$ cat src/rtl/fseq_pkg.sv
package fseq_pkg;

  // Slot opcodes the sequencer itself must recognise
  localparam int OP_NOP   = 0;
  localparam int OP_LIT   = 1;
  localparam int OP_LOAD  = 2;
  localparam int OP_STORE = 3;
  localparam int OP_RET   = 15;

  // Qualifier codes
  localparam int Q_SEQ  = 0;
  localparam int Q_JZ   = 1;
  localparam int Q_JMP  = 2;
  localparam int Q_CALL = 3;

  typedef enum logic [1:0] {
    ST_RUN  = 2'd0,   // packet register valid, slot 1 executes
    ST_LOAD = 2'd1,   // fetch in flight, RAM data captured at end of cycle
    ST_HOLD = 2'd2    // second cycle of a memory-reading opcode
  } seq_state_t;

endpackage

$ cat src/rtl/fseq_decode.sv
module fseq_decode
  import fseq_pkg::*;
#(
  parameter int QUAL_W  = 2,
  parameter int SLOT_W  = 4,
  parameter int N_SLOTS = 4,
  localparam int ADDR_W = SLOT_W * N_SLOTS,
  localparam int PKT_W  = QUAL_W + ADDR_W
) (
  input  logic [PKT_W-1:0]  pkt,
  output logic              xfer,
  output logic [QUAL_W-1:0] qual,
  output logic [SLOT_W-1:0] op,
  output logic [ADDR_W-1:0] target,
  output logic              tail_empty,
  output logic              is_lit,
  output logic              is_load,
  output logic              is_store,
  output logic              is_ret
);

  logic [N_SLOTS-1:0] occupied;

  assign qual   = pkt[PKT_W-1 -: QUAL_W];
  assign target = pkt[ADDR_W-1:0];
  assign op     = pkt[ADDR_W-1 -: SLOT_W];
  assign xfer   = |qual;

  // slot 1 is the one executing; only the trailing slots matter here
  assign occupied[0] = 1'b0;
  for (genvar i = 1; i < N_SLOTS; i++) begin : g_occ
    assign occupied[i] = |pkt[ADDR_W-1-i*SLOT_W -: SLOT_W];
  end

  assign tail_empty = ~|occupied;
  assign is_lit     = !xfer && (op == SLOT_W'(OP_LIT));
  assign is_load    = !xfer && (op == SLOT_W'(OP_LOAD));
  assign is_store   = !xfer && (op == SLOT_W'(OP_STORE));
  assign is_ret     = !xfer && (op == SLOT_W'(OP_RET));

endmodule

$ cat src/rtl/fseq_pkt_reg.sv
module fseq_pkt_reg #(
  parameter int QUAL_W  = 2,
  parameter int SLOT_W  = 4,
  parameter int N_SLOTS = 4,
  localparam int ADDR_W = SLOT_W * N_SLOTS,
  localparam int PKT_W  = QUAL_W + ADDR_W
) (
  input  logic             clk,
  input  logic             rst,
  input  logic             load,
  input  logic             shift,
  input  logic [PKT_W-1:0] din,
  output logic [PKT_W-1:0] q
);

  logic [PKT_W-1:0] shifted;

  // qualifier stays in place while instruction slots move up
  assign shifted[PKT_W-1 -: QUAL_W] = q[PKT_W-1 -: QUAL_W];
  for (genvar i = 0; i < N_SLOTS - 1; i++) begin : g_move
    assign shifted[ADDR_W-1-i*SLOT_W -: SLOT_W] = q[ADDR_W-1-(i+1)*SLOT_W -: SLOT_W];
  end
  assign shifted[SLOT_W-1:0] = '0;

  always_ff @(posedge clk) begin
    if (rst)        q <= '0;
    else if (load)  q <= din;
    else if (shift) q <= shifted;
  end

endmodule

$ cat src/rtl/fseq_pc.sv
module fseq_pc #(
  parameter int ADDR_W = 16
) (
  input  logic              clk,
  input  logic              rst,
  input  logic              step,
  input  logic [ADDR_W-1:0] base,
  output logic [ADDR_W-1:0] pc
);

  // every memory request leaves the counter just past the word it read
  always_ff @(posedge clk) begin
    if (rst)       pc <= '0;
    else if (step) pc <= base + ADDR_W'(1);
  end

endmodule

$ cat src/rtl/pkt_fetch_seq.sv
module pkt_fetch_seq
  import fseq_pkg::*;
#(
  parameter int QUAL_W  = 2,
  parameter int SLOT_W  = 4,
  parameter int N_SLOTS = 4,
  localparam int ADDR_W = SLOT_W * N_SLOTS,
  localparam int PKT_W  = QUAL_W + ADDR_W
) (
  input  logic              clk,
  input  logic              rst,
  output logic              mem_rd,
  output logic [ADDR_W-1:0] mem_addr,
  input  logic [PKT_W-1:0]  mem_rdata,
  input  logic              tos_zero,
  input  logic [ADDR_W-1:0] ret_addr,
  output logic              op_issue,
  output logic [SLOT_W-1:0] op,
  output logic [QUAL_W-1:0] ctl_req,
  output logic [ADDR_W-1:0] link_addr
);

  seq_state_t        st, st_nxt;
  logic [PKT_W-1:0]  pkt;
  logic [ADDR_W-1:0] pc;
  logic              pkt_load, pkt_shift;

  logic              d_xfer, d_tail_empty, d_lit, d_load, d_store, d_ret;
  logic [QUAL_W-1:0] d_qual;
  logic [ADDR_W-1:0] d_target;

  fseq_decode #(.QUAL_W(QUAL_W), .SLOT_W(SLOT_W), .N_SLOTS(N_SLOTS)) u_dec (
    .pkt        (pkt),
    .xfer       (d_xfer),
    .qual       (d_qual),
    .op         (op),
    .target     (d_target),
    .tail_empty (d_tail_empty),
    .is_lit     (d_lit),
    .is_load    (d_load),
    .is_store   (d_store),
    .is_ret     (d_ret)
  );

  fseq_pkt_reg #(.QUAL_W(QUAL_W), .SLOT_W(SLOT_W), .N_SLOTS(N_SLOTS)) u_pkt (
    .clk   (clk),
    .rst   (rst),
    .load  (pkt_load),
    .shift (pkt_shift),
    .din   (mem_rdata),
    .q     (pkt)
  );

  fseq_pc #(.ADDR_W(ADDR_W)) u_pc (
    .clk  (clk),
    .rst  (rst),
    .step (mem_rd),
    .base (mem_addr),
    .pc   (pc)
  );

  assign link_addr = pc;

  always_comb begin
    st_nxt    = st;
    mem_rd    = 1'b0;
    mem_addr  = pc;
    op_issue  = 1'b0;
    ctl_req   = '0;
    pkt_load  = 1'b0;
    pkt_shift = 1'b0;
    unique case (st)
      ST_RUN: begin
        if (d_xfer) begin
          ctl_req = d_qual;
          mem_rd  = 1'b1;
          if (!(d_qual == QUAL_W'(Q_JZ) && !tos_zero)) mem_addr = d_target;
          st_nxt  = ST_LOAD;
        end else begin
          op_issue = 1'b1;
          if (d_ret) begin
            mem_rd   = 1'b1;
            mem_addr = ret_addr;
            st_nxt   = ST_LOAD;
          end else if (d_lit) begin
            mem_rd    = 1'b1;
            pkt_shift = 1'b1;
            st_nxt    = ST_HOLD;
          end else if (d_load) begin
            pkt_shift = 1'b1;
            st_nxt    = ST_HOLD;
          end else if (d_tail_empty && !d_store) begin
            mem_rd    = 1'b1;
            pkt_shift = 1'b1;
            st_nxt    = ST_LOAD;
          end else begin
            pkt_shift = 1'b1;
          end
        end
      end
      ST_LOAD: begin
        pkt_load = 1'b1;
        st_nxt   = ST_RUN;
      end
      default: st_nxt = ST_RUN;
    endcase
  end

  always_ff @(posedge clk) begin
    if (rst) st <= ST_RUN;
    else     st <= st_nxt;
  end

  // first cycle out of reset fetches packet 0
  a_r1_reset_fetch: assert property (@(posedge clk) disable iff (rst)
    $fell(rst) |-> (mem_rd && mem_addr == '0));

  // slot shift with nop fill, qualifier kept
  a_r3_shift_up: assert property (@(posedge clk) disable iff (rst)
    pkt_shift |=> (pkt[ADDR_W-1:SLOT_W] == $past(pkt[ADDR_W-SLOT_W-1:0]))
                  && (pkt[SLOT_W-1:0] == '0)
                  && (pkt[PKT_W-1 -: QUAL_W] == $past(pkt[PKT_W-1 -: QUAL_W])));

  // a retired transfer is always followed by a load cycle
  a_r4_xfer_then_load: assert property (@(posedge clk) disable iff (rst)
    (ctl_req != '0) |=> (st == ST_LOAD && !op_issue));

  // program counter lands one past each requested word
  a_r6_pc_after_req: assert property (@(posedge clk) disable iff (rst)
    mem_rd |=> (pc == $past(mem_addr) + ADDR_W'(1)));

  // load cycle is quiet and preceded by a request
  a_r7_load_quiet: assert property (@(posedge clk) disable iff (rst)
    (st == ST_LOAD) |-> (!mem_rd && !op_issue && ctl_req == '0 && $past(mem_rd)));

  // hold cycle after a memory-reading opcode is quiet
  a_r10_hold_quiet: assert property (@(posedge clk) disable iff (rst)
    (st == ST_HOLD) |-> (!mem_rd && !op_issue && ctl_req == '0));

endmodule

$ cat config.mk
export PLATFORM = sky130hd
export DESIGN_NAME = pkt_fetch_seq
export DESIGN_NICKNAME = d
export VERILOG_FILES = /design/src/rtl/fseq_pkg.sv /design/src/rtl/fseq_decode.sv /design/src/rtl/fseq_pkt_reg.sv /design/src/rtl/fseq_pc.sv /design/src/rtl/pkt_fetch_seq.sv
export SDC_FILE = /design/constraint.sdc
export NUM_CORES = 1
export LEC_CHECK = 0
export BUFFER_PORTS_ARGS = -buffer_cell sky130_fd_sc_hd__buf_4
export CAP_MARGIN = 10
export CORE_ASPECT_RATIO = 0.7
export CORE_MARGIN = 4
export CORE_UTILIZATION = 26
export DETAILED_ROUTE_END_ITERATION = 8
export PLACE_DENSITY_LB_ADDON = 0.3
export SLEW_MARGIN = 20
export SYNTH_ARGS = -nofsm -noshare
export SYNTH_HDL_FRONTEND = slang
export SYNTH_SLANG_ARGS = --single-unit
$ cat constraint.sdc
create_clock -name clk -period 4.05 [get_ports clk]
set_clock_uncertainty 0.15 [all_clocks]
set_input_delay 0.2025 -clock clk [delete_from_list [all_inputs] [get_ports clk]]
set_output_delay 0.2025 -clock clk [all_outputs]
set_load 0.1 [all_outputs]
==> flow_summary.yaml <==
cells_and_area:
  finalNonFillerCells: 461
  diodes: 0
  layout-drive-gt1-share: 0.320
  fin_area_mm2: 0.00316
  fill_cells: 916
  final_nets: 378
  areaGrowthSynthToFinish_pct: 35.5
clock_tree:
  cts.repair.resized: 0
  clockBufferDepth: 2
  insertion_delay_ps: 280
  root_buffer: "clkbuf_16"
  path_clk_slew_ps: 70
  cts_setup_buffers: 0
  cts_num_sinks: 36
  hold_buffers: 0
  tritoncts: "built"
  numCtsBuffers: 5
  h-tree-depth: 2
sta:
  max_freq_ghz: 0.301
  drv_slew: 0
  grt_setup_unrepaired: "false"
  max_slew.worst_pin.slew_ps: 1100
  slew_headroom: 0.266
  timing.hold.ws_ps: -0.845
  fin_crit_ps: 3320
  period_share: 0.819
  hold_viol: 1
  setup_viol: 0
  setup_ws_ps: 732
  tns_ps: 0
critical_path:
  r2r_start: "u_pkt.q[13]"
  regToRegEndpoint: "u_pc.pc[14]"
  critPathBufInv: 2
  r2r_cells: 11
  crit_chain: "nand4_4 > a221oi_2 > buf_4 > a2bb2oi_2 > ha_1 > inv_1 > a221o_1 > nand4b_4 > nor2_1 > a211oi_1 > a311o_1"
  max_stage_delay_ps: 560
  worst-r2r-setup-slack_ps: 730
  crit_fanout: 14
  arrival_ps: 3340
  end_kind: "flop"
  cpMaxStageDelayCell: "dfxtp_1"
  cp_top_family: "compound AO/OA/AOI/OAI gates"
  worstSetupPathType: "flop to flop"
  worstPathRequired_ps: 4070
  critPathLaunchType: "flop"
die:
  fp.dieW_um: 121
  rows: 28
  dieArea_mm2: 0.0106
  die_h_um: 87.2
  core-area_mm2: 0.00858
  start_util: 0.272
  num_io_pins: 77
drt:
  drt_iter0_drc: 188
  firstDrtPassIters: 4
  drt_wl_total_mm: 7.81
  vias: 2385
  ant_nets: 0
  drt-vias-per-instance: 5.17
  wl_per_cell_um: 16.9
  drc: 0
global_routing:
  grt_pass1_wl_mm: 12.5
  grt_pass1_vias: 2322
  track_usage: 0.149
  grt_max_degree: 38
  antenna_found_initial: 0
  overflow: 0
synthesis:
  synth_fp_nets: 315
  synth.largest_area_cell: "dfxtp_1"
  syn_avg_cell_area_um2: 8.42
  synth_seq_cells: 36
  ys_top_cells_by_count: "41 x nor2_1, 36 x dfxtp_1, 22 x nand2_1"
  synth_area_leaders: "dfxtp_1 31%, a211oi_1 6.8%, nor2_1 6.6%"
  synth_edf_count: 0
  post-synth-top-count-cell: "nor2_1"
  synth_top_cell_area_share: 0.309
  yosysSeqAreaShare: 0.309
  syn_area_mm2: 0.00233
  async_reset_ff_frac: 0
  netlist_instances: 277
  netlist-cell-type-count: 53
  yosys_warnings: 0
  ys.flop_type: "dfxtp_1"
placed_design:
  dp_hpwl_mm: 6.07
  dp_cells: 453
  placed_area_mm2: 0.00299
  finalWeightedCongestion: 0.819
  place_ws_ps: 740
  io_buffers: 76
run_status:
  status: "complete, but fails checks"
  violations: "hold timing"
hold_path:
  whs_path_depth: 3
  hold_start: "mem_rdata[1]"
  hold_path.class: "input pin to flop"
  min_to: "u_pkt.q[1]"
flow_run:
  max_cap_viol_count: 0
-- how the worst max path moves through the flow --
| stage | from | to | cells past startpoint |
|---|---|---|---|
| finish | u_pkt.q[13] | u_pc.pc[14] | 11 |
| global route | u_pkt.q[13] | u_pc.pc[14] | 11 |
| CTS | u_pkt.q[13] | u_pc.pc[14] | 11 |
| detailed placement | u_pkt.q[13] | u_pc.pc[14] | 11 |
| global placement | u_pkt.q[13] | u_pc.pc[14] | 11 |
| floorplan | u_pkt.q[13] | u_pc.pc[14] | 7 |
-- registers in the layout (all words and copies together), names as in the netlist --
name / cells
u_pc.pc: 16
u_pkt.q: 18
st: 2
-- cell usage in the layout (no fill, tap or decap), types with 6 or more instances in the layout --
cell type,count
a211oi_1,21
a22oi_1,6
buf_4,81
dfxtp_1,36
inv_1,7
mux2i_1,15
nand2_1,22
nand3_1,6
nor2_1,41
o21ai_0,9
o32ai_1,12
xnor2_1,8
-- per-layer routing --
layer	share of wire	routed length (um)	vias up	track usage
met5	0	0	-	0
met4	0.0035	27	0	0.0234
met3	0.076	597	2	0.0370
met2	0.41	3220	87	0.222
met1	0.51	3960	1115	0.221
li1	-	-	1181	-
-- worst min-delay path, cell delays in order --
cell and delay (ps):
buf_4 80, a22oi_1 50, nor2_1 70
-- kinds of logic (layout without fill, tap and decap cells) --
| family | after synthesis | after routing | synth area share |
|---|---|---|---|
| buf+inv | 33 | 97 | 0.0660 |
| mux | 15 | 15 | 0.0644 |
| xor+xnor | 8 | 8 | 0.0301 |
| compound gates | 83 | 83 | 0.286 |
| flops | 36 | 36 | 0.309 |
| fa+ha+maj | 1 | 1 | 0.00537 |
| simple gates | 101 | 101 | 0.239 |
-- metrics by stage --
stage                     hold slack [ps]  utilization
after CTS                            2.02        0.368
after global routing                 11.7        0.368
after detailed placement              295        0.348
after floorplan                       200            -
after global placement                292        0.348
final                              -0.845        0.368
-- final cells by class --
type | instances | area (um^2) | area share
Timing Repair Buffer | 81 | 608 | 0.193
Clock buffer | 5 | 125 | 0.0396
Sequential cell | 36 | 721 | 0.228
Inverter | 8 | 30.0 | 0.00951
Tap cell | 120 | 150 | 0.0475
Multi-Input combinational cell | 208 | 1480 | 0.468
Clock inverter | 3 | 46.3 | 0.0147
Power is not shown: default switching activity piles up to over one toggle a cycle in this logic, so the estimate is an artifact.
